==> config.mk <==
export PLATFORM = sky130hd
export DESIGN_NAME = wdt_guard
export DESIGN_NICKNAME = d
export VERILOG_FILES = /design/src/rtl/wdt_pkg.sv /design/src/rtl/wdt_ctrl.sv /design/src/rtl/wdt_counter.sv /design/src/rtl/wdt_guard.sv
export SDC_FILE = /design/constraint.sdc
export NUM_CORES = 1
export LEC_CHECK = 0
export ABC_CLOCK_PERIOD_IN_PS = 2650
export BUFFER_PORTS_ARGS = -buffer_cell sky130_fd_sc_hd__buf_2
export CORE_MARGIN = 1
export CORE_UTILIZATION = 48
export DETAILED_ROUTE_END_ITERATION = 8
export GPL_TIMING_DRIVEN = 0
export PLACE_DENSITY = 0.76
export SYNTH_ARGS = -nofsm -noshare
export SYNTH_HDL_FRONTEND = slang
export SYNTH_HIERARCHICAL = 1
export SYNTH_SLANG_ARGS = --single-unit
==> constraint.sdc <==
create_clock -name clk -period 2.65 [get_ports clk]
set_input_delay 0.265 -clock clk [delete_from_list [all_inputs] [get_ports clk]]
set_output_delay 0.265 -clock clk [all_outputs]
set_load 0.01 [all_outputs]
==> src/rtl/wdt_pkg.sv <==
// Package: shared types for the watchdog timer.
package wdt_pkg;
    typedef enum logic {
        MODE_COMPAT   = 1'b0,
        MODE_ENHANCED = 1'b1
    } wdt_mode_e;
endpackage

==> src/rtl/wdt_ctrl.sv <==
// Module: wdt_ctrl
// Turns stop, start and init-done pulses into the running state and a
// one-cycle restart request. Assumes each command is a single-cycle pulse
// and that the mode input is static while the timer runs.
module wdt_ctrl
    import wdt_pkg::*;
(
    input  logic      clk,
    input  logic      rst_n,
    input  wdt_mode_e mode,
    input  logic      stop_cmd,
    input  logic      start_cmd,
    input  logic      init_cmd,
    output logic      run_q,
    output logic      restart_q,
    output logic      init_q
);
    logic stop_allowed;

    // Decide whether a stop pulse may take effect in this mode and init state.
    always_comb begin
        stop_allowed = (mode == MODE_ENHANCED) || !init_q;
    end

    // Hold the running state, the sticky init flag and the restart pulse.
    always_ff @(posedge clk) begin
        if (!rst_n) begin
            run_q     <= 1'b1;
            init_q    <= 1'b0;
            restart_q <= 1'b0;
        end else begin
            init_q    <= init_q | init_cmd;
            restart_q <= start_cmd && !run_q;
            if (start_cmd)
                run_q <= 1'b1;
            else if (stop_cmd && stop_allowed)
                run_q <= 1'b0;
        end
    end


    locked_run_chk: assert property (@(posedge clk) disable iff (!rst_n)
        (mode == MODE_COMPAT && init_q && run_q) |=> run_q);

    enh_stop_chk: assert property (@(posedge clk) disable iff (!rst_n)
        (mode == MODE_ENHANCED && stop_cmd && !start_cmd) |=> !run_q);

    init_sticky_chk: assert property (@(posedge clk) disable iff (!rst_n)
        init_cmd |=> init_q);
endmodule

==> src/rtl/wdt_counter.sv <==
// Module: wdt_counter
// Counts up from the reload value while enabled. It wraps to the reload
// value after all-ones and pulses a reset request when it wraps. Assumes
// that service and restart both mean "reload" and that both beat overflow.
module wdt_counter #(
    parameter int CNT_W = 16
) (
    input  logic             clk,
    input  logic             rst_n,
    input  logic             en,
    input  logic             load,
    input  logic             service,
    input  logic [CNT_W-1:0] reload,
    output logic [CNT_W-1:0] count_q,
    output logic             req_q
);
    localparam logic [CNT_W-1:0] CNT_MAX = '1;

    // Advance, reload or wrap the counter and raise the overflow pulse.
    always_ff @(posedge clk) begin
        if (!rst_n) begin
            count_q <= reload;
            req_q   <= 1'b0;
        end else begin
            req_q <= 1'b0;
            if (en) begin
                if (load || service) begin
                    count_q <= reload;
                end else if (count_q == CNT_MAX) begin
                    count_q <= reload;
                    req_q   <= 1'b1;
                end else begin
                    count_q <= count_q + 1'b1;
                end
            end
        end
    end


    step_chk: assert property (@(posedge clk) disable iff (!rst_n)
        (en && !load && !service && count_q != CNT_MAX)
        |=> count_q == CNT_W'($past(count_q) + 1'b1));

    wrap_req_chk: assert property (@(posedge clk) disable iff (!rst_n)
        (en && !load && !service && count_q == CNT_MAX)
        |=> (req_q && count_q == $past(reload)));

    service_chk: assert property (@(posedge clk) disable iff (!rst_n)
        (en && service) |=> (!req_q && count_q == $past(reload)));

    hold_chk: assert property (@(posedge clk) disable iff (!rst_n)
        !en |=> (!req_q && count_q == $past(count_q)));
endmodule

==> src/rtl/wdt_guard.sv <==
// Module: wdt_guard (top)
// Watchdog timer whose stop rights depend on the mode and on the init state.
// Assumes one-cycle command pulses and a static mode input.
module wdt_guard
    import wdt_pkg::*;
#(
    parameter int CNT_W = 16
) (
    input  logic             clk,
    input  logic             rst_n,
    input  logic             mode_enh_i,
    input  logic [CNT_W-1:0] reload_i,
    input  logic             service_i,
    input  logic             stop_i,
    input  logic             start_i,
    input  logic             init_done_i,
    output logic [CNT_W-1:0] count_o,
    output logic             running_o,
    output logic             init_done_o,
    output logic             rst_req_o
);
    wdt_mode_e mode;
    logic      run_q;
    logic      restart_q;
    logic      init_q;

    // Map the mode pin onto the mode type.
    always_comb begin
        mode = mode_enh_i ? MODE_ENHANCED : MODE_COMPAT;
    end

    wdt_ctrl u_ctrl (
        .clk       (clk),
        .rst_n     (rst_n),
        .mode      (mode),
        .stop_cmd  (stop_i),
        .start_cmd (start_i),
        .init_cmd  (init_done_i),
        .run_q     (run_q),
        .restart_q (restart_q),
        .init_q    (init_q)
    );

    wdt_counter #(.CNT_W(CNT_W)) u_cnt (
        .clk     (clk),
        .rst_n   (rst_n),
        .en      (run_q),
        .load    (restart_q),
        .service (service_i),
        .reload  (reload_i),
        .count_q (count_o),
        .req_q   (rst_req_o)
    );

    assign running_o   = run_q;
    assign init_done_o = init_q;
endmodule

==> reports/summary.txt, run 1 <==
drt pass-1 iters - 4
Final Skew - 0.00673 ns
top cell type by total area after synthesis - edfxtp_1
Critical Path AT - 2.35 ns
site row count - 17
Clock Latency Late Sink - 0.29 ns
crit path kind - flip-flop to flip-flop
PD cells - 506 nW/um^2
DR WL/cell - 12.9 um
startpoint types - flip-flop
DR vias/cell - 5.31
Critical Path Fanout Max - 10
GRT overflow - 0
Total Routing Usage GR - 19.8%
max-slew violation count - 0
Final #Nets - 166
initial core utilization - 50.7%
area of the die - 2540 um^2
largest net degree at the start of global routing - 17
worst r2r src - u_cnt/count_q[0]
layout cell share with drive strength beyond 1 - 40.4%
Core ar. - 2210 um^2
fin cells - 169
hpwl dp - 1630 um
sequential cell area fraction in the yosys report - 49.9%
vias in the first global route - 849
status - completed
Root Buffer - clkbuf_4
Post CTS Setup Buffer Count - 0
via count - 897
Clock transition at path regs - 0.11 ns
dpl cells - 165
path type of the worst min-delay path - primary input to flip-flop
headroom to the max-slew limit - 48.1%
I/O Pins - 42
antenna violation net count after detailed routing - 0
Layout area overhead - 23.7%
RSZ-0062 raised after global routing - false
Syn Inst Count - 96
Final Wtd Congestion - 0.759
cts repair resizes - 0
Core Util, Final - 62.8%
synth top area cells - edfxtp_1 43%, mux2_1 9.0%, dfxtp_1 7.1%, xor2_1 5.5%, xnor2_1 4.7%
Fill cells - 202
crit path capture - u_cnt/count_q[11]
clock tree buffer depth - 2
Num Clock Sinks - 20
first-pass GRT wire length - 3710 um
initial antenna violation count - 0
element type at the critical path end - flip-flop
#FFs+latches synth - 20
met1 wire length - 954 um
FF-to-FF End - u_cnt/count_q[11]
Worst Reg-to-Reg Cells - 6
Die Width - 50.4 um
worst endpoint required time - 2.70 ns
Post-DP Area - 1360 um^2
DRT iter0 DRCs - 14
slew at the pin closest to its max-slew limit - 0.779 ns
met2 wire len - 1110 um
TNS Setup - 0 ns
routed wire length on met3 - 106 um
Top Metal Used - met4
leakage power - 0.000587 uW
# DRC - 0
launch point of the critical path - u_cnt/count_q[0]
f_max - 435 MHz
final setup fails - 0
fin crit share - 86.8%
final hold viol count - 0
Die Y - 50.4 um
r2r setup slk - 0.35 ns
Peak VDD IR - 0.339 mV
min Tclk post-route - 2.30 ns
Num CTS Buffers - 3
hold buffers post-CTS - 0
Max H-tree Level - 1
CTS tree - built
syn avg cell area - 11.7 um^2
fin area - 1390 um^2
Synth warnings - 6
library cells used by synthesis - 28
Maximum Capacitance Violations - 0
Mapped Area - 1120 um^2
# diodes - 0
share of the synthesized area in the top cell type - 42.8%
syn nets - 120
WL final - 2180 um
input/output buffers - 41
registers in the layout, indices dropped and copies added (netlist names):
signal	flops
u_cnt/count_q	16
u_ctrl/restart_q	1
u_ctrl/run_q	1
u_ctrl/init_q	1
u_cnt/req_q	1
logic make-up after synthesis:
| kind of cell | count (synthesis) | synth area share [%] |
|---|---|---|
| AO/OA/AOI/OAI | 6 | 4.12 |
| adder cells (fa/ha/maj) | 1 | 1.11 |
| AND/OR/NAND/NOR | 36 | 18.6 |
| flip-flops | 20 | 49.9 |
| buffers and inverters | 6 | 2.12 |
| XOR/XNOR | 13 | 10.1 |
| multiplexers | 14 | 13.9 |
synthesized netlist by cell type:
cell type   n
edfxtp_1   16
mux2_1      9
nand2_1     8
xor2_1      7
xnor2_1     6
inv_1       5
nor3_1      5
dfxtp_1     4
mux2_2      4
nand3_1     4
nand4_1     4
nor2_1      4
and3_2      2
nand3_2     2
nor4_1      2
o21ai_0     2
a21oi_1     1
buf_2       1
ha_1        1
mux2i_1     1
nand2b_1    1
nor2b_2     1
nor4_2      1
o2111ai_1   1
o21a_1      1
o221ai_2    1
or4_1       1
or4_4       1
critical path, cell delays in order, from the launching register on:
cell and delay [ns]:
edfxtp_1 0.47, ha_1 0.28, nand3_2 0.13, nor4_2 0.08, a21oi_1 0.38, buf_2 0.35
mux2_1 0.36
through the flow:
| stage | total power [uW] | hold WS (ns) | worst slack [ns] |
|---|---|---|---|
| floorplan | 500 | 0.359 | 0.591 |
| global placement | 557 | 0.461 | 0.403 |
| detailed placement | 563 | 0.471 | 0.374 |
| CTS | 713 | 0.159 | 0.342 |
| global route | 743 | 0.157 | 0.215 |
| finish | 702 | 0.171 | 0.350 |
metal layers:
| layer | up-vias | track usage, % |
|---|---|---|
| met5 | - | 0 |
| met4 | 0 | 9.72 |
| met3 | 2 | 3.03 |
| met2 | 28 | 32.0 |
| met1 | 419 | 25.8 |
| li1 | 448 | - |
worst min path at each step:
| stage | endpoint | start | depth (start not counted) | slack, ns |
|---|---|---|---|---|
| CTS | u_ctrl/run_q | mode_enh_i | 2 | 0.16 |
| global placement | u_ctrl/init_q | u_ctrl/init_q | 1 | 0.46 |
| finish | u_ctrl/run_q | mode_enh_i | 2 | 0.17 |
| global route | u_ctrl/run_q | mode_enh_i | 2 | 0.16 |
| floorplan | u_ctrl/run_q | start_i | 2 | 0.36 |
| detailed placement | u_ctrl/init_q | u_ctrl/init_q | 1 | 0.47 |
layout by cell type (no fill, tap or decap):
| cell | netlist | layout |
|---|---|---|
| a21oi_1 | 1 | 1 |
| inv_1 | 5 | 5 |
| nand2b_1 | 1 | 1 |
| ha_1 | 1 | 1 |
| xor2_1 | 7 | 7 |
| nand3_2 | 2 | 2 |
| nand3_1 | 4 | 4 |
| o2111ai_1 | 1 | 1 |
| nor2_1 | 4 | 4 |
| nor4_1 | 2 | 2 |
| edfxtp_1 | 16 | 16 |
| nor2b_2 | 1 | 1 |
| mux2_1 | 9 | 9 |
| xnor2_1 | 6 | 6 |
| dfxtp_1 | 4 | 4 |
| and3_2 | 2 | 2 |
| o21a_1 | 1 | 1 |
| o221ai_2 | 1 | 1 |
| clkbuf_1 | 0 | 1 |
| nand2_1 | 8 | 8 |
| o21ai_0 | 2 | 2 |
| nor3_1 | 5 | 5 |
| or4_4 | 1 | 1 |
| nor4_2 | 1 | 1 |
| clkbuf_4 | 0 | 3 |
| mux2i_1 | 1 | 1 |
| mux2_2 | 4 | 4 |
| nand4_1 | 4 | 4 |
| or4_1 | 1 | 1 |
| buf_2 | 1 | 42 |
power by group:
part / internal [uW] / switching [uW]
combinational: 71.8 / 72.7
sequential: 375 / 35.7
clock: 58.5 / 88.3
cell type report:
| class | instances | area (um^2) | area share [%] |
|---|---|---|---|
| Multi-Input combinational cell | 70 | 538 | 38.7 |
| Clock buffer | 4 | 26.3 | 1.89 |
| Buffer | 1 | 5.00 | 0.360 |
| Timing Repair Buffer | 41 | 205 | 14.8 |
| Tap cell | 28 | 35.0 | 2.52 |
| Inverter | 5 | 18.8 | 1.35 |
| Sequential cell | 20 | 561 | 40.4 |
Note: power is estimated with default switching activity, not from simulation.
==> inputs of run 2 (changes only) <==
--- a/config.mk
+++ b/config.mk
@@ -5,7 +5,7 @@
 export SDC_FILE = /design/constraint.sdc
 export NUM_CORES = 1
 export LEC_CHECK = 0
-export ABC_CLOCK_PERIOD_IN_PS = 2650
+export ABC_CLOCK_PERIOD_IN_PS = 2150
 export BUFFER_PORTS_ARGS = -buffer_cell sky130_fd_sc_hd__buf_2
 export CORE_MARGIN = 1
 export CORE_UTILIZATION = 48
==> constraint.sdc (replaced) <==
create_clock -name clk -period 2.15 [get_ports clk]
set_input_delay 0.215 -clock clk [delete_from_list [all_inputs] [get_ports clk]]
set_output_delay 0.215 -clock clk [all_outputs]
set_load 0.01 [all_outputs]
==> run 2 against run 1 <==
Effect of this change:
- via count grew 2.9%
- sequential share of layout area shrank 1.3 points
- routed wire length grew 3.7%
- global-route usage grew 0.45 points
- fmax grew 11%
- flip-flop and latch count is the same
- first-iteration DRC count shrank 14%
- critical path depth shrank 1
- non-clock buffer count grew 4
- highest routed layer unchanged
==> reports/summary.txt, run 2 (synthesis results as in run 1) <==
Core ar. - 2210 um^2 (unchanged)
GRT overflow - 0 (unchanged)
most frequent cells in the layout - 41 x buf_2, 16 x edfxtp_1, 9 x mux2_1, 8 x nand2_1, 7 x xor2_1 (was 42 x buf_2, 16 x edfxtp_1, 9 x mux2_1, 8 x nand2_1, 7 x xor2_1)
WL final - 2270 um (was 2180 um)
Final #Nets - 170 (was 166)
dpl cells - 165 (unchanged)
Die Width - 50.4 um (unchanged)
largest net degree at the start of global routing - 17 (unchanged)
DR WL/cell - 13.1 um (was 12.9 um)
final hold viol count - 0 (unchanged)
min-delay src - mode_enh_i (unchanged)
commonest non-fill, non-tap cell in the layout - buf_2 (unchanged)
fin cells - 173 (was 169)
stages on the worst setup path - 5 (was 6)
r2r setup slk - 0.08 ns (was 0.35 ns)
CP cell instances - nand4_1 -> buf_4 -> or4_4 -> or4_1 -> nand4_1 (was ha_1 -> nand3_2 -> nor4_2 -> a21oi_1 -> buf_2 -> mux2_1)
Critical Path Fanout Max - 5 (was 10)
Slowest-stage cell, CP - or4_1 (was edfxtp_1)
first-pass GRT wire length - 3800 um (was 3710 um)
TNS Setup - 0 ns (unchanged)
Worst Reg-to-Reg Cells - 5 (was 6)
# diodes - 0 (unchanged)
Final Skew - 0.00558 ns (was 0.00673 ns)
Critical Path AT - 2.24 ns (was 2.35 ns)
CP delay by family, top - simple AND/OR/NAND/NOR gates (was flip-flops)
Most common cell on crit path - nand4_1
layout cell share with drive strength beyond 1 - 43.4% (was 40.4%)
Clock Latency Late Sink - 0.30 ns (was 0.29 ns)
DRT iter0 DRCs - 12 (was 14)
worst stage delay on the critical path - 0.49 ns (was 0.47 ns)
fin crit share - 96.4% (was 86.8%)
Hold Path End - u_ctrl/run_q (unchanged)
Total Routing Usage GR - 20.3% (was 19.8%)
Die Y - 50.4 um (unchanged)
fin area - 1440 um^2 (was 1390 um^2)
hpwl dp - 1630 um (unchanged)
antenna violation net count after detailed routing - 0 (unchanged)
Post-DP Area - 1360 um^2 (unchanged)
f_max - 483 MHz (was 435 MHz)
element type at the critical path end - flip-flop (unchanged)
initial antenna violation count - 0 (unchanged)
hold buffers post-CTS - 0 (unchanged)
Buf/Inv on CP - 1 (unchanged)
slew at the pin closest to its max-slew limit - 0.787 ns (was 0.779 ns)
worst endpoint required time - 2.31 ns (was 2.70 ns)
max-slew violation count - 0 (unchanged)
I/O Pins - 42 (unchanged)
FF-to-FF End - u_cnt/count_q[14] (was u_cnt/count_q[11])
PD cells - 613 nW/um^2 (was 506 nW/um^2)
crit path kind - flip-flop to flip-flop (unchanged)
Final Wtd Congestion - 0.759 (unchanged)
final setup fails - 0 (unchanged)
drt pass-1 iters - 4 (unchanged)
# DRC - 0 (unchanged)
Hold Crit Depth - 2 (unchanged)
DR vias/cell - 5.34 (was 5.31)
max reg flops - 16 (unchanged)
Layout area overhead - 28.0% (was 23.7%)
via count - 923 (was 897)
status - completed (unchanged)
CTS tree - built (unchanged)
Peak VDD IR - 0.421 mV (was 0.339 mV)
headroom to the max-slew limit - 47.5% (was 48.1%)
path type of the worst min-delay path - primary input to flip-flop (unchanged)
Max H-tree Level - 1 (unchanged)
vias in the first global route - 860 (was 849)
clock tree buffer depth - 2 (unchanged)
leakage power - 0.000610 uW (was 0.000587 uW)
Biggest register - u_cnt/count_q (unchanged)
min Tclk post-route - 2.07 ns (was 2.30 ns)
area of the die - 2540 um^2 (unchanged)
startpoint types - flip-flop (unchanged)
initial core utilization - 50.7% (unchanged)
Num CTS Buffers - 3 (unchanged)
input/output buffers - 41 (unchanged)
worst r2r src - u_cnt/count_q[8] (was u_cnt/count_q[0])
Num Clock Sinks - 20 (unchanged)
Root Buffer - clkbuf_4 (unchanged)
site row count - 17 (unchanged)
WHS - 0.118 ns (was 0.171 ns)
Clock transition at path regs - 0.11 ns (about the same)
Maximum Capacitance Violations - 0 (unchanged)
## run 2: cell types whose count changed in the layout (fill, tap and decap cells not counted), sizes merged
cell / change
buf: +3
clkbuf: +1
## run 2: metal layers
| metal | GRT usage (%) | share of wire, % | vias up |
|---|---|---|---|
| met4 | 9.72 | 0.75 | 0 |
| li1 | - | - | 455 |
| met3 | 3.03 | 4.5 | 2 |
| met5 | 0 | 0 | - |
| met1 | 27.0 | 43 | 436 |
| met2 | 32.2 | 51 | 30 |
## run 2: repair_timing
action,CTS,global route
gates cloned,0,0
setup endpoints to repair,9,10
setup buffers,1,3
pin swaps,0,2
gates resized for setup,2,2
## run 2: per-stage QoR
step	power, uW	setup WS, ns	util, %
after detailed placement	694	-0.126	61.6
after CTS	884	0.0114	63.7
after global routing	932	-0.00828	64.9
final	880	0.0779	64.9
after global placement	687	-0.0966	61.6
after floorplan	616	0.0906	-
## run 2: area by class of cell
type | count | area (um^2)
buffer | 1 | 7.51
clock buffer | 4 | 26.3
fill | 190 | 776
inverter | 5 | 18.8
multi-input combinational | 70 | 553
sequential | 20 | 561
tap | 28 | 35.0
timing repair buffer | 45 | 235
## run 2: how the worst max path moves through the flow
stage                                 from                 to  slack [ns]
after CTS                 u_cnt/count_q[1]  u_cnt/count_q[11]        0.01
final                     u_cnt/count_q[8]  u_cnt/count_q[14]        0.08
after floorplan           u_cnt/count_q[0]  u_cnt/count_q[10]        0.09
after detailed placement  u_cnt/count_q[0]  u_cnt/count_q[11]       -0.13
after global routing      u_cnt/count_q[1]  u_cnt/count_q[14]      -0.008
after global placement    u_cnt/count_q[0]  u_cnt/count_q[10]        -0.1
## run 2: report_power, final
part	switching [uW]	internal (uW)	total [uW]
sequential	43.4	463	506
clock	111	72.2	183
combinational	95.3	95.9	191
==> inputs of run 3 (changes only) <==
--- a/config.mk
+++ b/config.mk
@@ -12,6 +12,7 @@
 export DETAILED_ROUTE_END_ITERATION = 8
 export GPL_TIMING_DRIVEN = 0
 export PLACE_DENSITY = 0.76
+export SETUP_SLACK_MARGIN = 0.15
 export SYNTH_ARGS = -nofsm -noshare
 export SYNTH_HDL_FRONTEND = slang
 export SYNTH_HIERARCHICAL = 1
==> run 3 against run 2 <==
Effect of this change:
- setup slack gained 0.10 ns
- core utilization increased by 5.3 points
- flip-flop and latch count is the same
- first-iteration DRC count is 50% higher
- register-to-register slack better by 0.10 ns
- routed wire length up 14%
- sequential power is essentially flat
- clock skew increased by 0.0081 ns
- combinational power increased by 21%
- clock power up 3%
- clock-buffer cell count unchanged
- largest power group unchanged
==> reports/summary.txt, run 3 (synthesis results as in run 1) <==
sequential share of power - 54.8% (was 57.5%)
final hold viol count - 0 (unchanged)
PD cells - 597 nW/um^2 (was 613 nW/um^2)
Biggest register - u_cnt/count_q (unchanged)
Slowest-stage cell, CP - or4_4 (was or4_1)
via count - 972 (was 923)
WL final - 2580 um (was 2270 um)
final setup fails - 0 (unchanged)
Maximum Capacitance Violations - 0 (unchanged)
path type of the worst min-delay path - primary input to flip-flop (unchanged)
DR WL/cell - 14.3 um (was 13.1 um)
startpoint types - flip-flop (unchanged)
max reg flops - 16 (unchanged)
Final Skew - 0.0137 ns (was 0.00558 ns)
first-pass GRT wire length - 3860 um (was 3800 um)
Clock Latency Late Sink - 0.30 ns (about the same)
# DRC - 0 (unchanged)
Root Buffer - clkbuf_4 (unchanged)
min Tclk post-route - 1.97 ns (was 2.07 ns)
hold buffers post-CTS - 0 (unchanged)
slew at the pin closest to its max-slew limit - 0.796 ns (was 0.787 ns)
switching power share of the total - 29.7% (was 28.4%)
Num Clock Sinks - 20 (unchanged)
element type at the critical path end - flip-flop (unchanged)
fin crit share - 91.6% (was 96.4%)
internal power - 652 uW (was 631 uW)
I/O Pins - 42 (unchanged)
Total Routing Usage GR - 20.4% (was 20.3%)
Final #Nets - 178 (was 170)
headroom to the max-slew limit - 46.9% (was 47.5%)
Critical Path AT - 2.13 ns (was 2.24 ns)
CP cell instances - ha_4 -> nand3_4 -> or4_4 -> or4_1 -> nand4_1 (was nand4_1 -> buf_4 -> or4_4 -> or4_1 -> nand4_1)
layout cell share with drive strength beyond 1 - 47.7% (was 43.4%)
status - completed (unchanged)
Clock transition at path regs - 0.12 ns (was 0.11 ns)
CTS tree - built (unchanged)
input/output buffers - 41 (unchanged)
Critical Path Fanout Max - 4 (was 5)
leakage power - 0.000665 uW (was 0.000610 uW)
clock tree buffer depth - 2 (unchanged)
Core Util, Final - 70.2% (was 64.9%)
initial antenna violation count - 0 (unchanged)
Die Width - 50.4 um (unchanged)
crit path kind - flip-flop to flip-flop (unchanged)
worst stage delay on the critical path - 0.54 ns (was 0.49 ns)
Peak VDD IR - 0.401 mV (was 0.421 mV)
Gate power share - 24.8% (was 21.7%)
vias in the first global route - 938 (was 860)
site row count - 17 (unchanged)
Final Wtd Congestion - 0.766 (was 0.759)
max-slew violation count - 0 (unchanged)
Sw Pwr - 276 uW (was 250 uW)
RSZ-0062 raised after global routing - true
Max H-tree Level - 1 (unchanged)
worst endpoint required time - 2.31 ns (about the same)
DR vias/cell - 5.37 (was 5.34)
initial core utilization - 50.7% (unchanged)
most frequent cells in the layout - 41 x buf_2, 16 x edfxtp_1, 12 x buf_4, 9 x mux2_1, 8 x nand2_1 (was 41 x buf_2, 16 x edfxtp_1, 9 x mux2_1, 8 x nand2_1, 7 x xor2_1)
drt pass-1 iters - 4 (unchanged)
antenna violation net count after detailed routing - 0 (unchanged)
area of the die - 2540 um^2 (unchanged)
GRT overflow - 0 (unchanged)
Layout area overhead - 38.5% (was 28.0%)
commonest non-fill, non-tap cell in the layout - buf_2 (unchanged)
Clock Power Share - 20.4% (was 20.8%)
Die Y - 50.4 um (unchanged)
# diodes - 0 (unchanged)
f_max - 508 MHz (was 483 MHz)
DRT iter0 DRCs - 18 (was 12)
Core ar. - 2210 um^2 (unchanged)
hpwl dp - 1730 um (was 1630 um)
Num CTS Buffers - 3 (unchanged)
largest net degree at the start of global routing - 17 (unchanged)
Final Power - 928 uW (was 880 uW)
-- run 3: critical path: cells and delay by family, from the launching register on --
family,cells,cell delay (ns)
and+or+nand+nor,4,1.20
DFF,1,0.44
adders and majority gates,1,0.19
-- run 3: final cells by class --
| class | count | area (um^2) |
|---|---|---|
| Fill cell | 174 | 658 |
| Multi-Input combinational cell | 70 | 607 |
| Sequential cell | 20 | 561 |
| Timing Repair Buffer | 53 | 295 |
| Tap cell | 28 | 35.0 |
| Clock buffer | 4 | 26.3 |
| Inverter | 5 | 18.8 |
| Buffer | 1 | 11.3 |
-- run 3: metal layers --
metal  share of wire, %  vias to the layer above  track usage [%]  routed length [um]
met5                  0                        -                0                   0
met1                 41                      467             23.2                1060
met2                 54                       29             37.1                1410
li1                   -                      474                -                   -
met4               0.50                        0             7.41                  13
met3                4.1                        2             4.55                 105
-- run 3: what timing repair did --
action / CTS / global route
resized for setup: 3 / 7
setup endpoints to repair: 10 / 11
cloned: 0 / 0
pin swaps: 2 / 3
setup buffers: 7 / 5
hold endpoints to repair: 0 / 0
-- run 3: power groups by stage --
stage                     Clock, uW  Combinational, uW  Sequential, uW
after floorplan                   0               92.2             527
after global placement            0                175             514
after detailed placement          0                182             517
after CTS                       192                209             504
after global routing            204                250             515
final                           189                231             508
-- run 3: per-stage QoR --
step	instance area [um^2]	TNS (ns)	hold slack [ns]	setup WS, ns	std cells
after global routing	1550	0	0.122	0.0984	181
final	1550	0	0.119	0.180	181
after global placement	1380	0	0.420	0.0389	165
after detailed placement	1380	-0.0920	0.425	-0.0225	165
after CTS	1470	0	0.116	0.157	176
after floorplan	1130	0	0.309	0.153	96
-- run 3: path summary, 6_finish.rpt --
kind	startpoint	slack (ns)	end	depth (start not counted)
setup / recovery	u_cnt/count_q[0]	0.18	u_cnt/count_q[14]	5
hold / removal	init_done_i	0.12	u_ctrl/init_q	2
setup reg to reg	u_cnt/count_q[0]	0.18	u_cnt/count_q[14]	5
hold reg to reg	u_ctrl/init_q	0.48	u_ctrl/init_q	1
